**src/rtl/skip_seq.sv**
```systemverilog
module skip_seq #(
  parameter int CLS_W = 3,
  parameter int CNT_W = 4
) (
  input  logic             clk,
  input  logic             rst_n,
  input  logic             slot_vld,
  input  logic [CLS_W-1:0] slot_cls,
  input  logic             res_zero,
  input  logic             bit_val,
  output logic             annul,
  output logic             page_we,
  output logic             bank_we,
  output logic             busy,
  output logic             skip_done,
  output logic [CNT_W-1:0] skip_len
);
  localparam logic [CLS_W-1:0] C_DEC  = CLS_W'(1);
  localparam logic [CLS_W-1:0] C_INC  = CLS_W'(2);
  localparam logic [CLS_W-1:0] C_CLR  = CLS_W'(3);
  localparam logic [CLS_W-1:0] C_SET  = CLS_W'(4);
  localparam logic [CLS_W-1:0] C_PAGE = CLS_W'(5);
  localparam logic [CLS_W-1:0] C_BANK = CLS_W'(6);
  localparam logic [CNT_W-1:0] LEN_MAX = '1;
  localparam logic [CNT_W-1:0] LEN_ONE = CNT_W'(1);

  logic             pend;
  logic [CNT_W-1:0] cnt;

  wire is_zsk  = (slot_cls == C_DEC) || (slot_cls == C_INC);
  wire is_bsk  = (slot_cls == C_CLR) || (slot_cls == C_SET);
  wire is_skip = is_zsk || is_bsk;
  wire is_pfx  = (slot_cls == C_PAGE) || (slot_cls == C_BANK);
  wire cond    = (is_zsk && res_zero) ||
                 ((slot_cls == C_CLR) && !bit_val) ||
                 ((slot_cls == C_SET) && bit_val);
  wire live    = slot_vld && !pend;
  wire take    = live && is_skip && cond;
  wire [CNT_W-1:0] cnt_nx = (cnt == LEN_MAX) ? cnt : cnt + LEN_ONE;

  assign annul   = slot_vld && pend;
  assign busy    = pend;
  assign page_we = live && (slot_cls == C_PAGE);
  assign bank_we = live && (slot_cls == C_BANK);

  always_ff @(posedge clk) begin
    if (!rst_n) begin
      pend      <= 1'b0;
      cnt       <= '0;
      skip_done <= 1'b0;
      skip_len  <= '0;
    end else begin
      skip_done <= 1'b0;
      if (take) begin
        pend <= 1'b1;
        cnt  <= LEN_ONE;
      end else if (live && is_skip) begin
        skip_done <= 1'b1;
        skip_len  <= LEN_ONE;
      end else if (annul) begin
        cnt <= cnt_nx;
        if (!is_pfx) begin
          pend      <= 1'b0;
          skip_done <= 1'b1;
          skip_len  <= cnt_nx;
        end
      end
    end
  end

  a_r1_taken_opens: assert property (@(posedge clk) disable iff (!rst_n)
    (slot_vld && !annul && is_zsk && res_zero) |=> busy);
  a_r3_untaken_len1: assert property (@(posedge clk) disable iff (!rst_n)
    (slot_vld && !annul && is_skip && !cond) |=> (!busy && skip_done && skip_len == LEN_ONE));
  a_r5_chain_holds: assert property (@(posedge clk) disable iff (!rst_n)
    (annul && is_pfx) |=> busy);
  a_r4_chain_ends: assert property (@(posedge clk) disable iff (!rst_n)
    (annul && !is_pfx) |=> (!busy && skip_done));
  a_r7_bubble_hold: assert property (@(posedge clk) disable iff (!rst_n)
    !slot_vld |=> $stable(busy));
  a_r6_we_excl: assert property (@(posedge clk) disable iff (!rst_n)
    $onehot0({annul, page_we, bank_we}));
endmodule

```
**config.mk**
```make
export PLATFORM = sky130hd
export DESIGN_NAME = skip_seq
export DESIGN_NICKNAME = d
export VERILOG_FILES = /design/src/rtl/skip_seq.sv
export SDC_FILE = /design/constraint.sdc
export NUM_CORES = 1
export LEC_CHECK = 0
export ABC_AREA = 1
export BUFFER_PORTS_ARGS = -buffer_cell sky130_fd_sc_hd__buf_2
export CAP_MARGIN = 20
export CORE_ASPECT_RATIO = 0.75
export CORE_UTILIZATION = 30
export CTS_CLUSTER_DIAMETER = 100
export CTS_CLUSTER_SIZE = 14
export DETAILED_ROUTE_END_ITERATION = 12
export PLACE_DENSITY = 0.63
export SETUP_SLACK_MARGIN = 0.1
export SLEW_MARGIN = 10
export SYNTH_ARGS = -nofsm -noshare
export SYNTH_HDL_FRONTEND = slang
export SYNTH_SLANG_ARGS = --single-unit
export TNS_END_PERCENT = 5
```
**constraint.sdc**
```tcl
create_clock -name clk -period 1.25 [get_ports clk]
set_input_delay 0.3125 -clock clk [delete_from_list [all_inputs] [get_ports clk]]
set_output_delay 0.3125 -clock clk [all_outputs]
set_load 0.005 [all_outputs]
```
### After elaboration in Yosys (flattened, before gate mapping)

Index checks and enable logic that the tools add are counted.
Widths: inputs -> output; s select.

* bits in registers: 10
* word-level logic and storage cells: 57

* equality and inequality tests: 10
* add/sub/neg operators: 1
* bitwise gates (word level): 3
* reduce and logical (&&, ||, !) cells: 24
* mux-type cells: 14

Operator list (number)
* $mux 4: 4
* $mux 1: 10
* $eq 3x3->1 const B: 3
* $logic_and 1x1->1: 9
* $eq 3x2->1 const B: 2
* $logic_or 1x1->1: 6
* $reduce_and 3->1: 2
* $add 4x1->4 const B: 1
* $eq 4x4->1 const B: 1
* $ne 2x1->1 const B: 2
* $reduce_and 2->1: 2
* $reduce_bool 2->1: 2
* $eq 3x1->1 const B: 1
* $not 1->1: 3
* $logic_not 1->1: 2
* $ne 2x2->1 const B: 1
* $reduce_or 2->1: 1

### Logic depth before layout (Yosys ltp)

Gate-level depths: netlist of the first run.

* word-level depth: 8
* gate-level depth with buffers: 9

### Worst setup path before layout of the first run

No wires, ideal clock.

* path type: reg2reg
* start point: reg cnt[0]
* end point: reg cnt[0]
* arrival time: 1.094 ns
* stages on the path, launching flop included: 9
* path slack: 0.035 ns
* buffers on the path: 0
* cells stage by stage: dfxtp_1 ha_1 nand2_1 inv_1 nand2_1 xnor2_1 nand2_1 o21ai_0 a21oi_1

* word-level cells in the longest chain between the ends: 5

Ends and longest elaborated chain
* start, declared: line 28 `logic [CNT_W-1:0] cnt;`
* start signal, assigned: line 61 `cnt <= cnt_nx;`
* $add 4x1->4 or $eq 4x4->1 (tied branches): line 39 `wire [CNT_W-1:0] cnt_nx = (cnt == LEN_MAX) ? cnt : cnt + LEN_ONE;`
* $mux 4 *: line 39
* $mux 1 *: line 60 `end else if (annul) begin`
* $mux 1 *: line 57 `end else if (live && is_skip) begin`
* $mux 1 *: line 54 `if (take) begin`

Mark *: on every way between the ends. The rest lies on a longest branch, timed or not. The select of a mux whose other input is x is not followed.
A chain may end at the register's enable or synchronous reset.

### Worst setup path in the final report of the first run

* start point: reg pend (netlist: busy)
* end point: out annul

* word-level cells in the longest chain between the ends: 1

Ends and longest elaborated chain
* start, declared: line 27 `logic pend;`
* start signal, assigned: line 48 `pend <= 1'b0;`
* start signal, assigned: line 55 `pend <= 1'b1;`
* start signal, assigned: line 63 `pend <= 1'b0;`
* $logic_and 1x1->1: line 41 `assign annul = slot_vld && pend;`
* end, declared: line 11 `output logic annul,`

Every way passes these cells.

==> results.toml, run 1 <==
[sta]
fin_setup_tns_ns = -0.0369
setup_viol = 2
finalCritPeriodShare_pct = 103
fin_ws_ns = -0.0330
max_freq_mhz = 779
max_slew_margin_pct = 86.2
finalHoldViolations = 0
min_period_ns = 1.28
rsz0062_at_grt = "yes"
slew_viol_final = 0
worst_pin_slew_ns = 0.206
skew_ns = 0.00242

[global_routing]
grt_max_degree = 7
use_met3_pct = 7.36
grt_busiest_layer = "met2"
met1_usage_pct = 19.8
overflow = 0
first_global_vias = 494
grt_pass1_wl_um = 2160
use_met2_pct = 22.4
grt_use_total_pct = 15.2
antenna_found_initial = 0

[flow_run]
maxCapViolCount = 0

[worst_setup_path]
timing.rr.start = "cnt[1]$_SDFFE_PP0P_"
cp_slowest_cell = "dfxtp_2"
critPathLaunchType = "flop"
rrSetupSlack_ns = 0.06
worstReg2RegEnd = "cnt[0]$_SDFFE_PN0P_"
path_class = "flop to primary output"
reg2reg_depth = 8
cp-startpoint = "busy$_SDFFE_PN0P_"
critPathCaptureType = "primary output"
path_max_fanout = 5
cp-endpoint = "annul"
cpPeakStageDelay_ns = 0.37
crit_required_ns = 0.94
crit_chain = "nand2_1, inv_2, buf_2"
arrival_ns = 0.97

[place]
preCtsSetupSlack_ns = 0.00319
gp_congestion = 0.824
io_buffer_count = 16
dp_hpwl_um = 955

[pwr]
power_mw = 0.742
vdd_drop_max_mv = 0.586
p_per_area_nw_per_um2 = 903
p_leak_nw = 0.415

[yosys]
netlist_instances = 85
synth.distinct_cells = 17
syn_area_per_cell_sq_um = 6.65
yosysSeqAreaShare_pct = 35.4
synth_warnings = 0
synth_fp_nets = 94
synthesis.area_sq_um = 566
ys_ff_latch = 10

[clock_network]
cts_max_level = 1
clock_sinks = 10
clk_pin_slew_ns = 0.06
cts_root_buf = "clkbuf_4"
ctsHoldBuffers = 0
clk-insertion-delay-late_ns = 0.27
cts_buffer_depth = 2
cts_tree = "done"
cts_buffers = 3

[layout]
area_growth_pct = 45.1
diodes = 0
fin_nets = 120
layout-drive-gt1-share_pct = 44.5

[die]
row_count = 13
ioPinCount = 17
floorplan.initialDensity_pct = 32.2
die_h_um = 39.6
core_area_sq_um = 1760
die_x_um = 52.1
die_area_sq_um = 2060

[detailed_routing]
drt_iter0_markers = 7
wl_um = 1250
dr_total_vias = 607
ant_nets = 0
drtPass1Iterations = 4
drc_errors = 0
wire_per_inst_um = 9.45
via_per_inst = 4.60

[outcome]
violations = "negative setup slack"
outcome = "finished with violations"

[worst_hold_path]
hp-class = "input pin to flop"
state kept, by name (all words and copies together) (netlist names):
signal     count
busy           1
cnt            4
skip_done      1
skip_len       4
cells in the final DEF (no fill, tap or decap), types with 2 or more instances in the layout:
master,Yosys,final
a21oi_1,11,9
a21oi_2,0,2
buf_2,0,16
buf_4,0,5
clkbuf_4,0,3
dfxtp_1,10,7
dfxtp_2,0,2
inv_1,9,8
nand2_1,26,23
nand2_2,3,4
nand2_4,2,4
nand3_1,4,4
nor2_1,9,8
o21ai_0,3,2
report_power, final:
| part | switching (mW) | total (mW) | internal, mW |
|---|---|---|---|
| clock network | 0.116 | 0.293 | 0.177 |
| registers | 0.00556 | 0.331 | 0.325 |
| logic | 0.0654 | 0.117 | 0.0519 |
how the worst min path moves through the flow:
stage,start,cells after the start,endpoint
finish,rst_n,3,skip_len[0]$_SDFFE_PN0P_
CTS,rst_n,3,skip_len[0]$_SDFFE_PN0P_
detailed placement,skip_len[0]$_SDFFE_PN0P_,2,skip_len[0]$_SDFFE_PN0P_
global route,rst_n,3,skip_len[0]$_SDFFE_PN0P_
floorplan,rst_n,2,skip_len[0]$_SDFFE_PN0P_
global placement,skip_len[0]$_SDFFE_PN0P_,2,skip_len[0]$_SDFFE_PN0P_
critical path: cells and delay by family (launching register included):
kind	cells	cell delay, ns
buffers and inverters	2	0.23
flip-flops	1	0.37
AND/OR/NAND/NOR	1	0.10
cell families (layout without fill, tap and decap cells):
group / Yosys count / in the layout / synth area share, %
adders and majority gates: 1 / 1 / 2.21
DFF: 10 / 10 / 35.4
AOI/OAI and AO/OA: 14 / 14 / 12.4
buffers and inverters: 11 / 36 / 7.52
xor gates and xnor gates: 1 / 1 / 1.55
and+or+nand+nor: 48 / 48 / 40.9
cell type report:
cell class | count | area [sq um]
Multi-Input combinational cell | 64 | 384
Tap cell | 22 | 27.5
Timing Repair Buffer | 21 | 118
Fill cell | 181 | 936
Sequential cell | 10 | 206
Clock buffer | 4 | 36.3
Inverter | 11 | 48.8
cells in the mapped netlist, drive strengths merged:
cell type,number,share of area [%]
a21oi,11,9.7
xnor2,1,1.5
clkinv,1,0.88
inv,10,6.6
nand3,6,8.4
nand2,31,25
nor2,10,7.1
dfxtp,10,35
ha,1,2.2
nor3,1,0.88
o21ai,3,2.7
through the flow:
step | hold slack, ns | instance area (sq um) | cells | utilization (%)
after floorplan | 0.435 | 591 | 85 | -
after global placement | 0.434 | 721 | 126 | 41.0
after detailed placement | 0.441 | 721 | 126 | 41.0
after CTS | 0.295 | 805 | 132 | 45.8
after global routing | 0.298 | 821 | 132 | 46.7
final | 0.292 | 821 | 132 | 46.7
repair_timing:
action,in CTS,in global routing
resized for setup,10,5
pin swaps,11,8
buffers inserted,2,0
endpoints found under the setup margin,9,11
metal layers:
metal / part of all wire (%) / up-vias
met2: 44 / 14
met1: 49 / 272
met3: 7.2 / 0
met5: 0 / -
met4: 0 / 0
li1: - / 321
(Power assumes the default switching activity.)
==> inputs of run 2 (changes only) <==
CORE_MARGIN = 3   (was not set)
PLACE_DENSITY = 0.61   (was 0.63)
clock period = 1.4 ns   (was 1.25 ns; I/O delays follow)
==> results.toml, run 2 (synthesis gave the netlist of run 1 again) <==
[worst_setup_path]
crit_chain = "nor2_4, inv_2, nor2_2, buf_2"
path_max_fanout = 4
arrival_ns = 0.95
critPathLaunchType = "flop"
critical_path_buf_inv_count = 2
critPathCaptureType = "primary output"
path_class = "flop to primary output"
cp_slowest_cell = "dfxtp_4"
crit_required_ns = 1.05
cpLargestDelayFamily = "flip-flops"
cpPeakStageDelay_ns = 0.36

[detailed_routing]
via_per_inst = 4.57
drc_errors = 0
drt_iter0_markers = 23
wire_per_inst_um = 10.2
drtPass1Iterations = 4
dr_total_vias = 599
ant_nets = 0
wl_um = 1330

[sta]
worst_pin_slew_ns = 0.293
slew_viol_final = 0
setup_viol = 0
finalHoldViolations = 0
rsz0062_at_grt = "yes"
skew_ns = 0.00253
max_slew_margin_pct = 80.2
min_period_ns = 1.30
max_freq_mhz = 768
finalCritPeriodShare_pct = 93.0
fin_setup_tns_ns = 0

[die]
die_x_um = 56.1
die_area_sq_um = 2450
floorplan.initialDensity_pct = 34.9
row_count = 12
ioPinCount = 17
core_area_sq_um = 1620
die_h_um = 43.6

[layout]
diodes = 0
fin_nets = 120
n_fill_cell = 173
mostFrequentLayoutCell = "nand2_1"
most-common-layout-cells = "nand2_1, buf_2, a21oi_1, dfxtp_1"
reg.largest.list = "cnt x4, skip_len x4"
layout-drive-gt1-share_pct = 39.1
area_growth_pct = 36.5

[clock_network]
cts_tree = "done"
clk-insertion-delay-late_ns = 0.26
cts_max_level = 1
cts_root_buf = "clkbuf_4"
clk_pin_slew_ns = 0.07
clock_sinks = 10
cts_buffer_depth = 2
cts_buffers = 3

[global_routing]
overflow = 0
grt_max_degree = 7
grt_use_total_pct = 12.0
antenna_found_initial = 0
grt_pass1_wl_um = 2240
first_global_vias = 521

[pwr]
p_leak_nw = 0.395
vdd_drop_max_mv = 0.480
p_per_area_nw_per_um2 = 856
power_mw = 0.660

[outcome]
outcome = "complete, no violations"

[place]
gp_congestion = 0.809
io_buffer_count = 16
dp_hpwl_um = 1020

[worst_hold_path]
hp-class = "input pin to flop"

[flow_run]
maxCapViolCount = 0
==> run 2: power by group <==
| group | leakage [nW] | switching [mW] | internal (mW) | total, mW |
|---|---|---|---|---|
| sequential | 0.0818 | 0.00436 | 0.291 | 0.295 |
| clock | 0.0210 | 0.104 | 0.158 | 0.262 |
| combinational | 0.292 | 0.0593 | 0.0443 | 0.104 |
| total | 0.395 | 0.168 | 0.493 | 0.660 |
==> run 2: routing by layer <==
metal | up-vias | wire length (um) | part of all wire (%) | track usage [%]
met5 | - | 0 | 0 | 0
met4 | 0 | 0 | 0 | 4.27
met3 | 0 | 62 | 4.7 | 5.36
met2 | 12 | 613 | 46 | 18.9
met1 | 268 | 656 | 49 | 14.7
li1 | 319 | - | - | -
==> run 2: worst reg2reg max path, stage by stage (launching register included) <==
cell and delay (ns):
dfxtp_1 0.33, ha_1 0.17, nand2_1 0.07, inv_2 0.08
nand2_2 0.08, xnor2_2 0.16, nand2_1 0.06, o21ai_0 0.08
a21oi_1 0.08
==> run 2: final cells by class <==
type | count | area, sq um | share of cell area [%]
flip-flops and latches | 10 | 204 | 26.4
multi-input cells | 64 | 345 | 44.7
well taps | 21 | 26.3 | 3.40
inverters | 11 | 42.5 | 5.51
repair buffers | 21 | 118 | 15.2
clock buffers | 4 | 36.3 | 4.70
==> run 2: metrics by stage <==
step | utilization [%] | area, sq um | worst slack, ns | std cells | hold WS (ns)
after detailed placement | 42.4 | 687 | 0.105 | 124 | 0.439
after global routing | 47.6 | 772 | 0.0159 | 131 | 0.342
after global placement | 42.4 | 687 | 0.111 | 124 | 0.451
after CTS | 46.4 | 752 | 0.0771 | 131 | 0.342
after floorplan | - | 566 | 0.185 | 85 | 0.442
final | 47.6 | 772 | 0.0977 | 131 | 0.351
==> run 2: final timing paths <==
check / slack, ns / end / start / cells past startpoint
worst max register to register: 0.18 / cnt[0]$_SDFFE_PN0P_ / cnt[0]$_SDFFE_PN0P_ / 8
worst min register to register: 0.45 / skip_len[0]$_SDFFE_PN0P_ / skip_len[0]$_SDFFE_PN0P_ / 2
worst max-delay path: 0.1 / bank_we / busy$_SDFFE_PN0P_ / 4
worst min-delay path: 0.35 / skip_len[0]$_SDFFE_PN0P_ / rst_n / 3
==> run 2: timing repair <==
action                     in CTS  in global routing
gates resized for setup         3                  7
hold endpoints to repair        0                  0
setup buffers                   3                  0
setup endpoints to repair       3                  8
pin swaps                       3                  1
hold buffers                    0                  0
==> inputs of run 3 (changes only) <==
CTS_CLUSTER_DIAMETER = not set   (was 100)
clock period = 1.49 ns   (was 1.4 ns; I/O delays follow)
==> results.toml, run 3 (synthesis gave the netlist of run 1 again) <==
[sta]
skew_ns = 0.00199
setup_viol = 0
fin_setup_tns_ns = 0
max_slew_margin_pct = 86.5
whs_ns = 0.352
min_period_ns = 1.36
slew_viol_final = 0
worst_pin_slew_ns = 0.202
rsz0062_at_grt = "yes"
finalCritPeriodShare_pct = 91.2
max_freq_mhz = 736
finalHoldViolations = 0

[worst_setup_path]
crit_required_ns = 1.12
timing.rr.start = "cnt[0]$_SDFFE_PN0P_"
path_class = "flop to primary output"
crit_chain = "nand2_2, inv_2, buf_2"
cp-startpoint = "busy$_SDFFE_PN0P_"
cpPeakStageDelay_ns = 0.37
worstReg2RegEnd = "cnt[0]$_SDFFE_PN0P_"
cp-endpoint = "annul"
reg2reg_depth = 8
path_max_fanout = 7
critPathLaunchType = "flop"
arrival_ns = 0.99
critPathCaptureType = "primary output"
rrSetupSlack_ns = 0.20
cp_slowest_cell = "dfxtp_4"

[clock_network]
cts_buffers = 3
clk_pin_slew_ns = 0.07
cts_buffer_depth = 2
clk-insertion-delay-late_ns = 0.27
cts_max_level = 1
cts_tree = "done"
postCtsSetupBuffers = 0
cts_root_buf = "clkbuf_4"
clock_sinks = 10

[layout]
fin_nets = 115
layout-drive-gt1-share_pct = 37.1
most-common-layout-cells = "nand2_1, buf_2, a21oi_1, inv_1, nor2_1"
final_cells = 126
area_growth_pct = 30.5
reg.largest.list = "cnt x4, skip_len x4"
diodes = 0
mostFrequentLayoutCell = "nand2_1"

[pwr]
clkPwrFrac_pct = 41.0
vdd_drop_max_mv = 0.647
p_seq_share_pct = 45.4
power_switching_mw = 0.160
netSwitchingFraction_pct = 25.9
p_per_area_nw_per_um2 = 834
pwr-share-comb_pct = 13.6
p_int_mw = 0.456
p_leak_nw = 0.373

[detailed_routing]
drt_iter0_markers = 7
ant_nets = 0
drc_errors = 0
wl_um = 1290
via_per_inst = 4.65
dr_total_vias = 586
wire_per_inst_um = 10.2
drtPass1Iterations = 4

[die]
die_area_sq_um = 2450
die_h_um = 43.6
floorplan.initialDensity_pct = 34.9
die_x_um = 56.1
row_count = 12
core_area_sq_um = 1620
ioPinCount = 17

[place]
io_buffer_count = 16
gp_congestion = 0.816
dp_hpwl_um = 997
place_inst = 122

[global_routing]
grt_max_degree = 8
met1_usage_pct = 15.6
grt_use_total_pct = 11.1
overflow = 0
use_met2_pct = 15.6
grt_busiest_layer = "met2"
antenna_found_initial = 0
first_global_vias = 498
grt_pass1_wl_um = 2100
use_met3_pct = 4.46

[flow_run]
maxCapViolCount = 0

[outcome]
outcome = "complete, no violations"

[worst_hold_path]
hold-path-cell-count = 3
hp-class = "input pin to flop"
## run 3: how the worst min path moves through the flow
| stage | from | to |
|---|---|---|
| global route | rst_n | skip_len[0]$_SDFFE_PN0P_ |
| global placement | skip_len[0]$_SDFFE_PN0P_ | skip_len[0]$_SDFFE_PN0P_ |
| detailed placement | skip_len[0]$_SDFFE_PN0P_ | skip_len[0]$_SDFFE_PN0P_ |
| floorplan | skip_len[0]$_SDFFE_PN0P_ | skip_len[0]$_SDFFE_PN0P_ |
| finish | rst_n | skip_len[0]$_SDFFE_PN0P_ |
| CTS | rst_n | skip_len[0]$_SDFFE_PN0P_ |
## run 3: critical path, delay by kind of cell (launching register included)
family	cells	cell delay, ns
DFF	1	0.37
and+or+nand+nor	1	0.09
buffers and inverters	2	0.26
## run 3: layout make-up
class	count	area [sq um]
clock buffers	4	36.3
flip-flops and latches	10	206
repair buffers	16	80.1
well taps	21	26.3
inverters	11	42.5
multi-input cells	64	347
fillers	188	883
## run 3: what timing repair did
item	in CTS	in global routing
pin swaps	1	2
resized for setup	3	9
endpoints found under the setup margin	3	8
hold buffers	0	0
gates cloned	0	0
## run 3: layer usage
layer  part of all wire, %  vias up
met1                    53      258
met2                    42       16
li1                      -      312
met3                   5.1        0
met5                     0        -
met4                     0        0
## run 3: through the flow
| step | area (sq um) | util, % | power, mW | worst slack, ns |
|---|---|---|---|---|
| global placement | 672 | 41.4 | 0.365 | 0.158 |
| detailed placement | 672 | 41.4 | 0.366 | 0.148 |
| finish | 738 | 45.5 | 0.616 | 0.131 |
| CTS | 714 | 44.1 | 0.622 | 0.0884 |
| global route | 738 | 45.5 | 0.651 | 0.0597 |
| floorplan | 566 | - | 0.335 | 0.275 |
## run 3: power by group through the flow
stage / combinational (mW) / clock (mW) / sequential (mW)
2_1_floorplan: 0.0499 / 0 / 0.285
3_3_place_gp: 0.0806 / 0 / 0.284
3_5_place_dp: 0.0811 / 0 / 0.285
4_1_cts: 0.0824 / 0.261 / 0.279
5_1_grt: 0.0942 / 0.276 / 0.280
6_report: 0.0840 / 0.253 / 0.279
